**config.mk**
```make
export PLATFORM = sky130hd
export DESIGN_NAME = tri_wire_xfer
export DESIGN_NICKNAME = d
export VERILOG_FILES = /design/src/rtl/tri_wire_pkg.sv /design/src/rtl/tw_pair_track.sv /design/src/rtl/tw_out_buf.sv /design/src/rtl/tw_reply_q.sv /design/src/rtl/tw_irq_delay.sv /design/src/rtl/tri_wire_xfer.sv
export SDC_FILE = /design/constraint.sdc
export NUM_CORES = 1
export LEC_CHECK = 0
export BUFFER_PORTS_ARGS = -buffer_cell sky130_fd_sc_hd__buf_2
export CAP_MARGIN = 20
export CORE_MARGIN = 2
export CORE_UTILIZATION = 35
export DETAILED_ROUTE_END_ITERATION = 16
export HOLD_SLACK_MARGIN = 0.1
export PLACE_DENSITY = 0.59
export SLEW_MARGIN = 20
export SYNTH_ARGS = -nofsm -noshare
export SYNTH_HDL_FRONTEND = slang
export SYNTH_SLANG_ARGS = --single-unit
```
**constraint.sdc**
```tcl
create_clock -name clk_i -period 4.4 [get_ports clk_i]
set_clock_uncertainty 0.15 [all_clocks]
set_input_delay 0.44 -clock clk_i [delete_from_list [all_inputs] [get_ports clk_i]]
set_output_delay 0.44 -clock clk_i [all_outputs]
set_load 0.01 [all_outputs]
```
**src/rtl/tri_wire_pkg.sv**
```systemverilog
package tri_wire_pkg;
  localparam int BYTE_W = 8;
  typedef logic [BYTE_W-1:0] byte_t;
endpackage

```
**src/rtl/tw_pair_track.sv**
```systemverilog
module tw_pair_track (
  input  logic clk_i,
  input  logic rst_ni,
  input  logic tip_n_i,
  input  logic tack_n_i,
  output logic step_o,
  output logic ack_tog_o,
  output logic xfer_end_o
);
  logic tip_q, tack_q;

  always_ff @(posedge clk_i or negedge rst_ni) begin
    if (!rst_ni) begin
      tip_q  <= 1'b1;
      tack_q <= 1'b1;
    end else begin
      tip_q  <= tip_n_i;
      tack_q <= tack_n_i;
    end
  end

  assign step_o     = !tip_n_i && ((tip_n_i != tip_q) || (tack_n_i != tack_q));
  assign ack_tog_o  = tip_n_i && tip_q && (tack_n_i != tack_q);
  assign xfer_end_o = tip_n_i && !tip_q;
endmodule

```
**src/rtl/tw_out_buf.sv**
```systemverilog
module tw_out_buf
  import tri_wire_pkg::*;
#(
  parameter int DEPTH = 16,
  parameter int AW    = $clog2(DEPTH),
  parameter int CW    = $clog2(DEPTH + 1)
) (
  input  logic          clk_i,
  input  logic          rst_ni,
  input  logic          push_i,
  input  byte_t         data_i,
  input  logic          clr_i,
  input  logic [AW-1:0] rd_addr_i,
  output byte_t         rd_data_o,
  output logic [CW-1:0] cnt_o,
  output logic          full_o
);
  byte_t         mem [DEPTH];
  logic [CW-1:0] cnt_q;

  assign full_o = (cnt_q == CW'(DEPTH));
  assign cnt_o  = cnt_q;

  always_ff @(posedge clk_i or negedge rst_ni) begin
    if (!rst_ni) begin
      cnt_q <= '0;
      for (int i = 0; i < DEPTH; i++) mem[i] <= '0;
    end else if (clr_i) begin
      cnt_q <= '0;
    end else if (push_i && !full_o) begin
      mem[cnt_q[AW-1:0]] <= data_i;
      cnt_q <= cnt_q + 1'b1;
    end
  end

  assign rd_data_o = mem[rd_addr_i];

  AST_FULL_DROP: assert property (@(posedge clk_i) disable iff (!rst_ni)
    (push_i && full_o && !clr_i) |=> $stable(cnt_o));
endmodule

```
**src/rtl/tw_reply_q.sv**
```systemverilog
module tw_reply_q
  import tri_wire_pkg::*;
#(
  parameter int DEPTH = 16,
  parameter int AW    = $clog2(DEPTH),
  parameter int CW    = $clog2(DEPTH + 1)
) (
  input  logic          clk_i,
  input  logic          rst_ni,
  input  logic          we_i,
  input  logic [AW-1:0] waddr_i,
  input  byte_t         wdata_i,
  input  logic          load_i,
  input  logic [CW-1:0] len_i,
  input  logic          pop_i,
  output byte_t         cur_o,
  output logic          remain_o,
  output logic          last_o
);
  byte_t         mem [DEPTH];
  logic [CW-1:0] size_q, idx_q;

  always_ff @(posedge clk_i or negedge rst_ni) begin
    if (!rst_ni) begin
      for (int i = 0; i < DEPTH; i++) mem[i] <= '0;
    end else if (we_i) begin
      mem[waddr_i] <= wdata_i;
    end
  end

  always_ff @(posedge clk_i or negedge rst_ni) begin
    if (!rst_ni) begin
      size_q <= '0;
      idx_q  <= '0;
    end else if (load_i) begin
      size_q <= len_i;
      idx_q  <= '0;
    end else if (pop_i && remain_o) begin
      idx_q <= idx_q + 1'b1;
    end
  end

  assign remain_o = idx_q < size_q;
  assign last_o   = (idx_q + 1'b1) == size_q;
  assign cur_o    = mem[idx_q[AW-1:0]];
endmodule

```
**src/rtl/tw_irq_delay.sv**
```systemverilog
module tw_irq_delay #(
  parameter int DELAY_CYC = 30000,
  parameter int DW        = $clog2(DELAY_CYC + 1)
) (
  input  logic clk_i,
  input  logic rst_ni,
  input  logic ev_i,
  input  logic bypass_i,
  output logic irq_o
);
  logic [DW-1:0] cnt_q;
  logic          irq_q;
  logic          arm, fire;

  assign arm  = ev_i && !bypass_i;
  assign fire = (cnt_q == DW'(1)) && !arm;  // re-arm cancels a pending pulse

  always_ff @(posedge clk_i or negedge rst_ni) begin
    if (!rst_ni) begin
      cnt_q <= '0;
      irq_q <= 1'b0;
    end else begin
      irq_q <= (ev_i && bypass_i) || fire;
      if (arm)               cnt_q <= DW'(DELAY_CYC);
      else if (cnt_q != '0)  cnt_q <= cnt_q - 1'b1;
    end
  end

  assign irq_o = irq_q;

  AST_NO_EARLY_IRQ: assert property (@(posedge clk_i) disable iff (!rst_ni)
    (ev_i && !bypass_i) |=> !irq_o);
endmodule

```
**src/rtl/tri_wire_xfer.sv**
```systemverilog
module tri_wire_xfer
  import tri_wire_pkg::*;
#(
  parameter int REPLY_DEPTH = 16,
  parameter int OUT_DEPTH   = 16,
  parameter int DELAY_CYC   = 30000
) (
  input  logic                               clk_i,
  input  logic                               rst_ni,
  input  logic                               tip_n_i,
  input  logic                               tack_n_i,
  input  logic                               dir_send_i,
  input  logic [7:0]                         ddr_b_i,
  input  logic                               sr_we_i,
  input  logic [7:0]                         sr_wdata_i,
  output logic [7:0]                         sr_q_o,
  output logic                               treq_n_o,
  input  logic                               rply_we_i,
  input  logic [$clog2(REPLY_DEPTH)-1:0]     rply_addr_i,
  input  logic [7:0]                         rply_data_i,
  input  logic                               rply_load_i,
  input  logic [$clog2(REPLY_DEPTH+1)-1:0]   rply_len_i,
  input  logic [$clog2(OUT_DEPTH)-1:0]       out_addr_i,
  output logic [7:0]                         out_data_o,
  output logic                               pkt_done_o,
  output logic [$clog2(OUT_DEPTH+1)-1:0]     pkt_len_o,
  output logic                               sr_irq_o
);
  localparam int RAW = $clog2(REPLY_DEPTH);
  localparam int RCW = $clog2(REPLY_DEPTH + 1);
  localparam int OAW = $clog2(OUT_DEPTH);
  localparam int OCW = $clog2(OUT_DEPTH + 1);

  logic           step, ack_tog, xfer_end;
  logic           ob_full;
  logic [OCW-1:0] ob_cnt;
  byte_t          rq_cur;
  logic           rq_remain, rq_last;
  logic           pop, ev_tx, ev_any;
  byte_t          sr_q;
  logic           treq_q, pkt_done_q;
  logic [OCW-1:0] pkt_len_q;

  tw_pair_track u_pair (
    .clk_i, .rst_ni, .tip_n_i, .tack_n_i,
    .step_o(step), .ack_tog_o(ack_tog), .xfer_end_o(xfer_end)
  );

  tw_out_buf #(.DEPTH(OUT_DEPTH), .AW(OAW), .CW(OCW)) u_obuf (
    .clk_i, .rst_ni,
    .push_i(step && dir_send_i), .data_i(sr_q), .clr_i(xfer_end),
    .rd_addr_i(out_addr_i), .rd_data_o(out_data_o),
    .cnt_o(ob_cnt), .full_o(ob_full)
  );

  tw_reply_q #(.DEPTH(REPLY_DEPTH), .AW(RAW), .CW(RCW)) u_rply (
    .clk_i, .rst_ni,
    .we_i(rply_we_i), .waddr_i(rply_addr_i), .wdata_i(rply_data_i),
    .load_i(rply_load_i), .len_i(rply_len_i), .pop_i(pop),
    .cur_o(rq_cur), .remain_o(rq_remain), .last_o(rq_last)
  );

  assign ev_tx  = step && dir_send_i && !ob_full;
  assign pop    = step && !dir_send_i && rq_remain;
  assign ev_any = ev_tx || pop || ack_tog || xfer_end || rply_load_i;

  tw_irq_delay #(.DELAY_CYC(DELAY_CYC)) u_irq (
    .clk_i, .rst_ni, .ev_i(ev_any), .bypass_i(ddr_b_i == 8'hFF), .irq_o(sr_irq_o)
  );

  always_ff @(posedge clk_i or negedge rst_ni) begin
    if (!rst_ni) begin
      sr_q       <= '0;
      treq_q     <= 1'b1;
      pkt_done_q <= 1'b0;
      pkt_len_q  <= '0;
    end else begin
      if (pop)            sr_q <= rq_cur;
      else if (sr_we_i)   sr_q <= sr_wdata_i;

      if (pop && rq_last)              treq_q <= 1'b1;
      else if (ack_tog)                treq_q <= tack_n_i;
      else if (tip_n_i && rq_remain)   treq_q <= 1'b0;

      pkt_done_q <= xfer_end && (ob_cnt != '0);
      if (xfer_end && (ob_cnt != '0)) pkt_len_q <= ob_cnt;
    end
  end

  assign sr_q_o     = sr_q;
  assign treq_n_o   = treq_q;
  assign pkt_done_o = pkt_done_q;
  assign pkt_len_o  = pkt_len_q;

  AST_REPLY_END: assert property (@(posedge clk_i) disable iff (!rst_ni)
    (pop && rq_last && !rply_load_i) |=> treq_n_o);
  AST_ACK_COPY: assert property (@(posedge clk_i) disable iff (!rst_ni)
    ack_tog |=> (treq_n_o == $past(tack_n_i)));
  AST_PKT_CLEAR: assert property (@(posedge clk_i) disable iff (!rst_ni)
    pkt_done_o |-> (ob_cnt == '0));
  AST_IDLE_REQ: assert property (@(posedge clk_i) disable iff (!rst_ni)
    (tip_n_i && !ack_tog && rq_remain) |=> !treq_n_o);
endmodule

```
==> results.cfg <==
[clocking]
hold_buffers = 11
cts_num_sinks = 304
cts_post_setup_buffers_inserted = 0
clk-insertion-delay-late_ns = 0.52
bufs_on_longest_clock_path = 3
cts_made_buffers = 34
clock_tree_from_tritoncts = yes
cts_max_level = 2
clk_pin_slew_worst_paths_ns = 0.06
cts-resized-gates = 0
cts_root_buf = sky130_fd_sc_hd__clkbuf_16

[finish]
flow.area_growth_from_synthesis_pct = 14.06
final_layout_size_suffix_gt1_share_pct = 45.20
count_of_nets_after_finishing = 1087
antenna_cells = 0

[die]
floorplan.core_area_mm2 = 0.04001
die_width_um = 205.9
dieHeight_um = 205.9
std_cell_rows = 73
start_util_pct = 35.66
floorplan.die_area_mm2 = 0.04239
io_pins = 69

[yosys]
synth-async-reset-ratio_pct = 100.0
ys_dominant_reg_cell = sky130_fd_sc_hd__dfrtp_1
synth.top_cell.area_share_pct = 52.79
syn-instance-count = 964
synth_top_cell_by_area = sky130_fd_sc_hd__dfrtp_1
synth_edf_count = 0
postSynthAreaPerCell_um2 = 14.80
part_of_the_yosys_area_used_for_sequential_elements_pct = 53.35
synth_compound_area_share_pct = 3.026
mappedNetlistArea_mm2 = 0.01427
post_synth_mux_area_share_pct = 33.29
synth_top_family_by_area = multiplexers
post_synth_main_area_contributors = sky130_fd_sc_hd__dfrtp_1 (53%), sky130_fd_sc_hd__mux2_2 (19%), sky130_fd_sc_hd__mux4_2 (11%), sky130_fd_sc_hd__mux2_4 (2.5%), sky130_fd_sc_hd__ha_1 (1.2%)
synth_fp_nets = 1023
synthesis.yosys.warnings = 0
count_of_distinct_cell_types_in_the_synthesized_netlist = 53
synth.ff_latch_count = 304
synth_commonest_cells = sky130_fd_sc_hd__dfrtp_1 (301), sky130_fd_sc_hd__mux2_2 (236), sky130_fd_sc_hd__mux4_2 (72)
simple_gate_share_of_the_synthesized_area_pct = 5.841
synth_xor_area_share_pct = 0.9822
adder_cell_share_of_the_synthesized_area_pct = 1.228
most_repeated_cell_in_the_gate_level_netlist_after_synthesis = sky130_fd_sc_hd__dfrtp_1

[global_routing]
grt_start_max_net_pins = 111
grt_overflow = 0
wire_length_of_the_first_global_routing_pass_um = 51590
grtUsageTotal_pct = 15.79
antenna_found_initial = 0
first_global_vias = 8720

[worst_setup_path]
r2r_start = u_obuf.cnt_o[0]
cp-startpoint = u_obuf.cnt_o[0]
required_ns = 4.65
critPathMaxStageDelay_ns = 0.57
crit_type = reg -> reg
critical_path_peak_fanout = 8
cp_data_arrival_time_ns = 3.42
start_kind = flop
timing.critical_path.slowest_stage_cell = sky130_fd_sc_hd__a2111oi_4
end_kind = flop
cp_cell_sequence = inv_1 > ha_1 > and4bb_1 > a2111oi_4 > and2b_1 > and3_1 > mux2_2

[sta]
worst_slew_pin_slew_ns = 1.013
timing.slew.headroom_pct = 32.25
finalWorstPathRequiredPeriod_ns = 3.169
final-setup-viol-count = 0
final_min_period_over_clock_period_pct = 72.01
max_freq_mhz = 315.6
rsz0062_at_grt = no
layout_setup_ws_ns = 1.231
finalHoldViolations = 0
slew_violations = 0
final.setup.tns_ns = 0

[routing]
number_of_violations_reported_at_the_end_of_detailed_routing_iteration_0 = 389
drt_pass1_iterations = 6
avgRoutedWirePerCell_um = 20.30
routed_wire_length_um = 31990
via_count = 8223
vias_per_cell = 5.218
drt_drc_violations_left = 0
antenna_left = 0

[power]
power_density_over_cell_area_mw_per_mm2 = 452.0
cellLeakagePower_nw = 7.238
power.ir.vdd_worst_mv = 0.2356

[worst_hold_path]
hold_path.class = in -> reg
worst_hold_startpoint = sr_wdata_i[7]

[run]
max-cap-violations = 0

[placement]
pre_cts_setup_slack_ns = 1.208
placement.io_buffers = 68
finalWeightedCongestion = 0.7495
dp_hpwl_um = 20760

[outcome]
outcome = complete, no violations
==> layer usage <==
metal  vias up  wire length, um  track usage (%)
li1       3719                -                -
met1      4321            14750            22.04
met2       127            15370            25.59
met3        56             1123            2.602
met4         0              734            4.286
met5         -                0                0
==> registers in the layout, summed over array words and instances (netlist names) <==
name           cells
pkt_done_o         1
pkt_len_o          5
sr_q_o             8
treq_n_o           1
u_irq.cnt_q       15
u_irq.irq_o        1
u_obuf.cnt_o       5
u_obuf.mem       128
u_pair.tack_q      1
u_pair.tip_q       1
u_rply.idx_q       5
u_rply.mem       128
u_rply.size_q      5
==> metrics by stage <==
stage	power, W	instance area (um2)	std cells	hold slack, ns	util, %
floorplan	0.004315	14270	964	-0.005591	-
global placement	0.004643	15100	1506	0.3170	37.74
detailed placement	0.004686	15100	1506	0.3161	37.74
CTS	0.007461	16270	1576	0.1080	40.68
global route	0.007745	16270	1576	0.1226	40.68
finish	0.007355	16270	1576	0.1146	40.68
==> worst max-delay path: cells and delay by family (launching register included) <==
family,cells,cell delay [ns]
multiplexers,1,0.39
adder cells (fa/ha/maj),1,0.33
flip-flops,1,0.43
AO/OA/AOI/OAI,1,0.57
AND/OR/NAND/NOR,3,1.09
buffers and inverters,1,0.10
==> final cells by class <==
| type | instances | area (um2) |
|---|---|---|
| sequential | 304 | 7612 |
| fill | 3682 | 23730 |
| clock inverter | 9 | 92.59 |
| inverter | 14 | 52.55 |
| clock buffer | 50 | 970.9 |
| timing repair buffer | 87 | 558.0 |
| tap | 525 | 656.9 |
| multi-input combinational | 587 | 6330 |
==> cell usage in the layout (no fill, tap or decap), types with 4 or more instances in the layout <==
cell type,Yosys,routed
sky130_fd_sc_hd__mux2_2,236,236
sky130_fd_sc_hd__xnor2_1,9,9
sky130_fd_sc_hd__clkbuf_1,37,10
sky130_fd_sc_hd__and3_1,8,8
sky130_fd_sc_hd__nand4_1,4,4
sky130_fd_sc_hd__clkbuf_8,0,6
sky130_fd_sc_hd__nand3_1,10,10
sky130_fd_sc_hd__inv_1,14,14
sky130_fd_sc_hd__nand2b_1,8,8
sky130_fd_sc_hd__nor4_1,4,4
sky130_fd_sc_hd__or3_1,12,12
sky130_fd_sc_hd__nor2_1,33,33
sky130_fd_sc_hd__mux4_2,72,72
sky130_fd_sc_hd__xor2_1,7,7
sky130_fd_sc_hd__nand3_4,7,7
sky130_fd_sc_hd__nand2_1,34,34
sky130_fd_sc_hd__buf_4,7,5
sky130_fd_sc_hd__clkbuf_16,0,34
sky130_fd_sc_hd__nor2b_1,7,7
sky130_fd_sc_hd__dfrtp_1,301,300
sky130_fd_sc_hd__mux2_4,24,24
sky130_fd_sc_hd__dlygate4sd3_1,0,11
sky130_fd_sc_hd__mux2i_1,11,11
sky130_fd_sc_hd__o21ai_0,23,23
sky130_fd_sc_hd__o31ai_1,5,5
sky130_fd_sc_hd__nor3_1,5,5
sky130_fd_sc_hd__a21oi_1,10,10
sky130_fd_sc_hd__clkinv_2,0,4
sky130_fd_sc_hd__ha_1,14,14
sky130_fd_sc_hd__o22ai_1,12,12
sky130_fd_sc_hd__buf_2,8,67
==> worst paths after layout <==
| kind | endpoint | slack (ns) | cells past startpoint |
|---|---|---|---|
| setup / recovery | u_obuf.mem[54] | 1.23 | 7 |
| hold / removal | sr_q_o[7] | 0.11 | 3 |
| setup reg to reg | u_obuf.mem[54] | 1.23 | 7 |
| hold reg to reg | pkt_len_o[2] | 0.33 | 2 |
| max in group asynchronous | u_rply.mem[41] | 2.63 | 3 |
| min in group asynchronous | u_irq.cnt_q[9] | 0.42 | 2 |
==> power breakdown <==
| group | total [W] | switching (W) | internal, W |
|---|---|---|---|
| Sequential | 0.00354 | 0.000285 | 0.00326 |
| Clock | 0.00273 | 0.00113 | 0.00160 |
| Combinational | 0.00108 | 0.000434 | 0.000650 |
| Total | 0.00735 | 0.00185 | 0.00550 |
==> cells by family after synthesis <==
family                     after synthesis
muxes                                  343
DFF                                    304
and+or+nand+nor                        147
buffers and inverters                   73
AOI/OAI and AO/OA                       67
xor gates and xnor gates                16
adders and majority gates               14
Power figures use the tool's default switching activity.
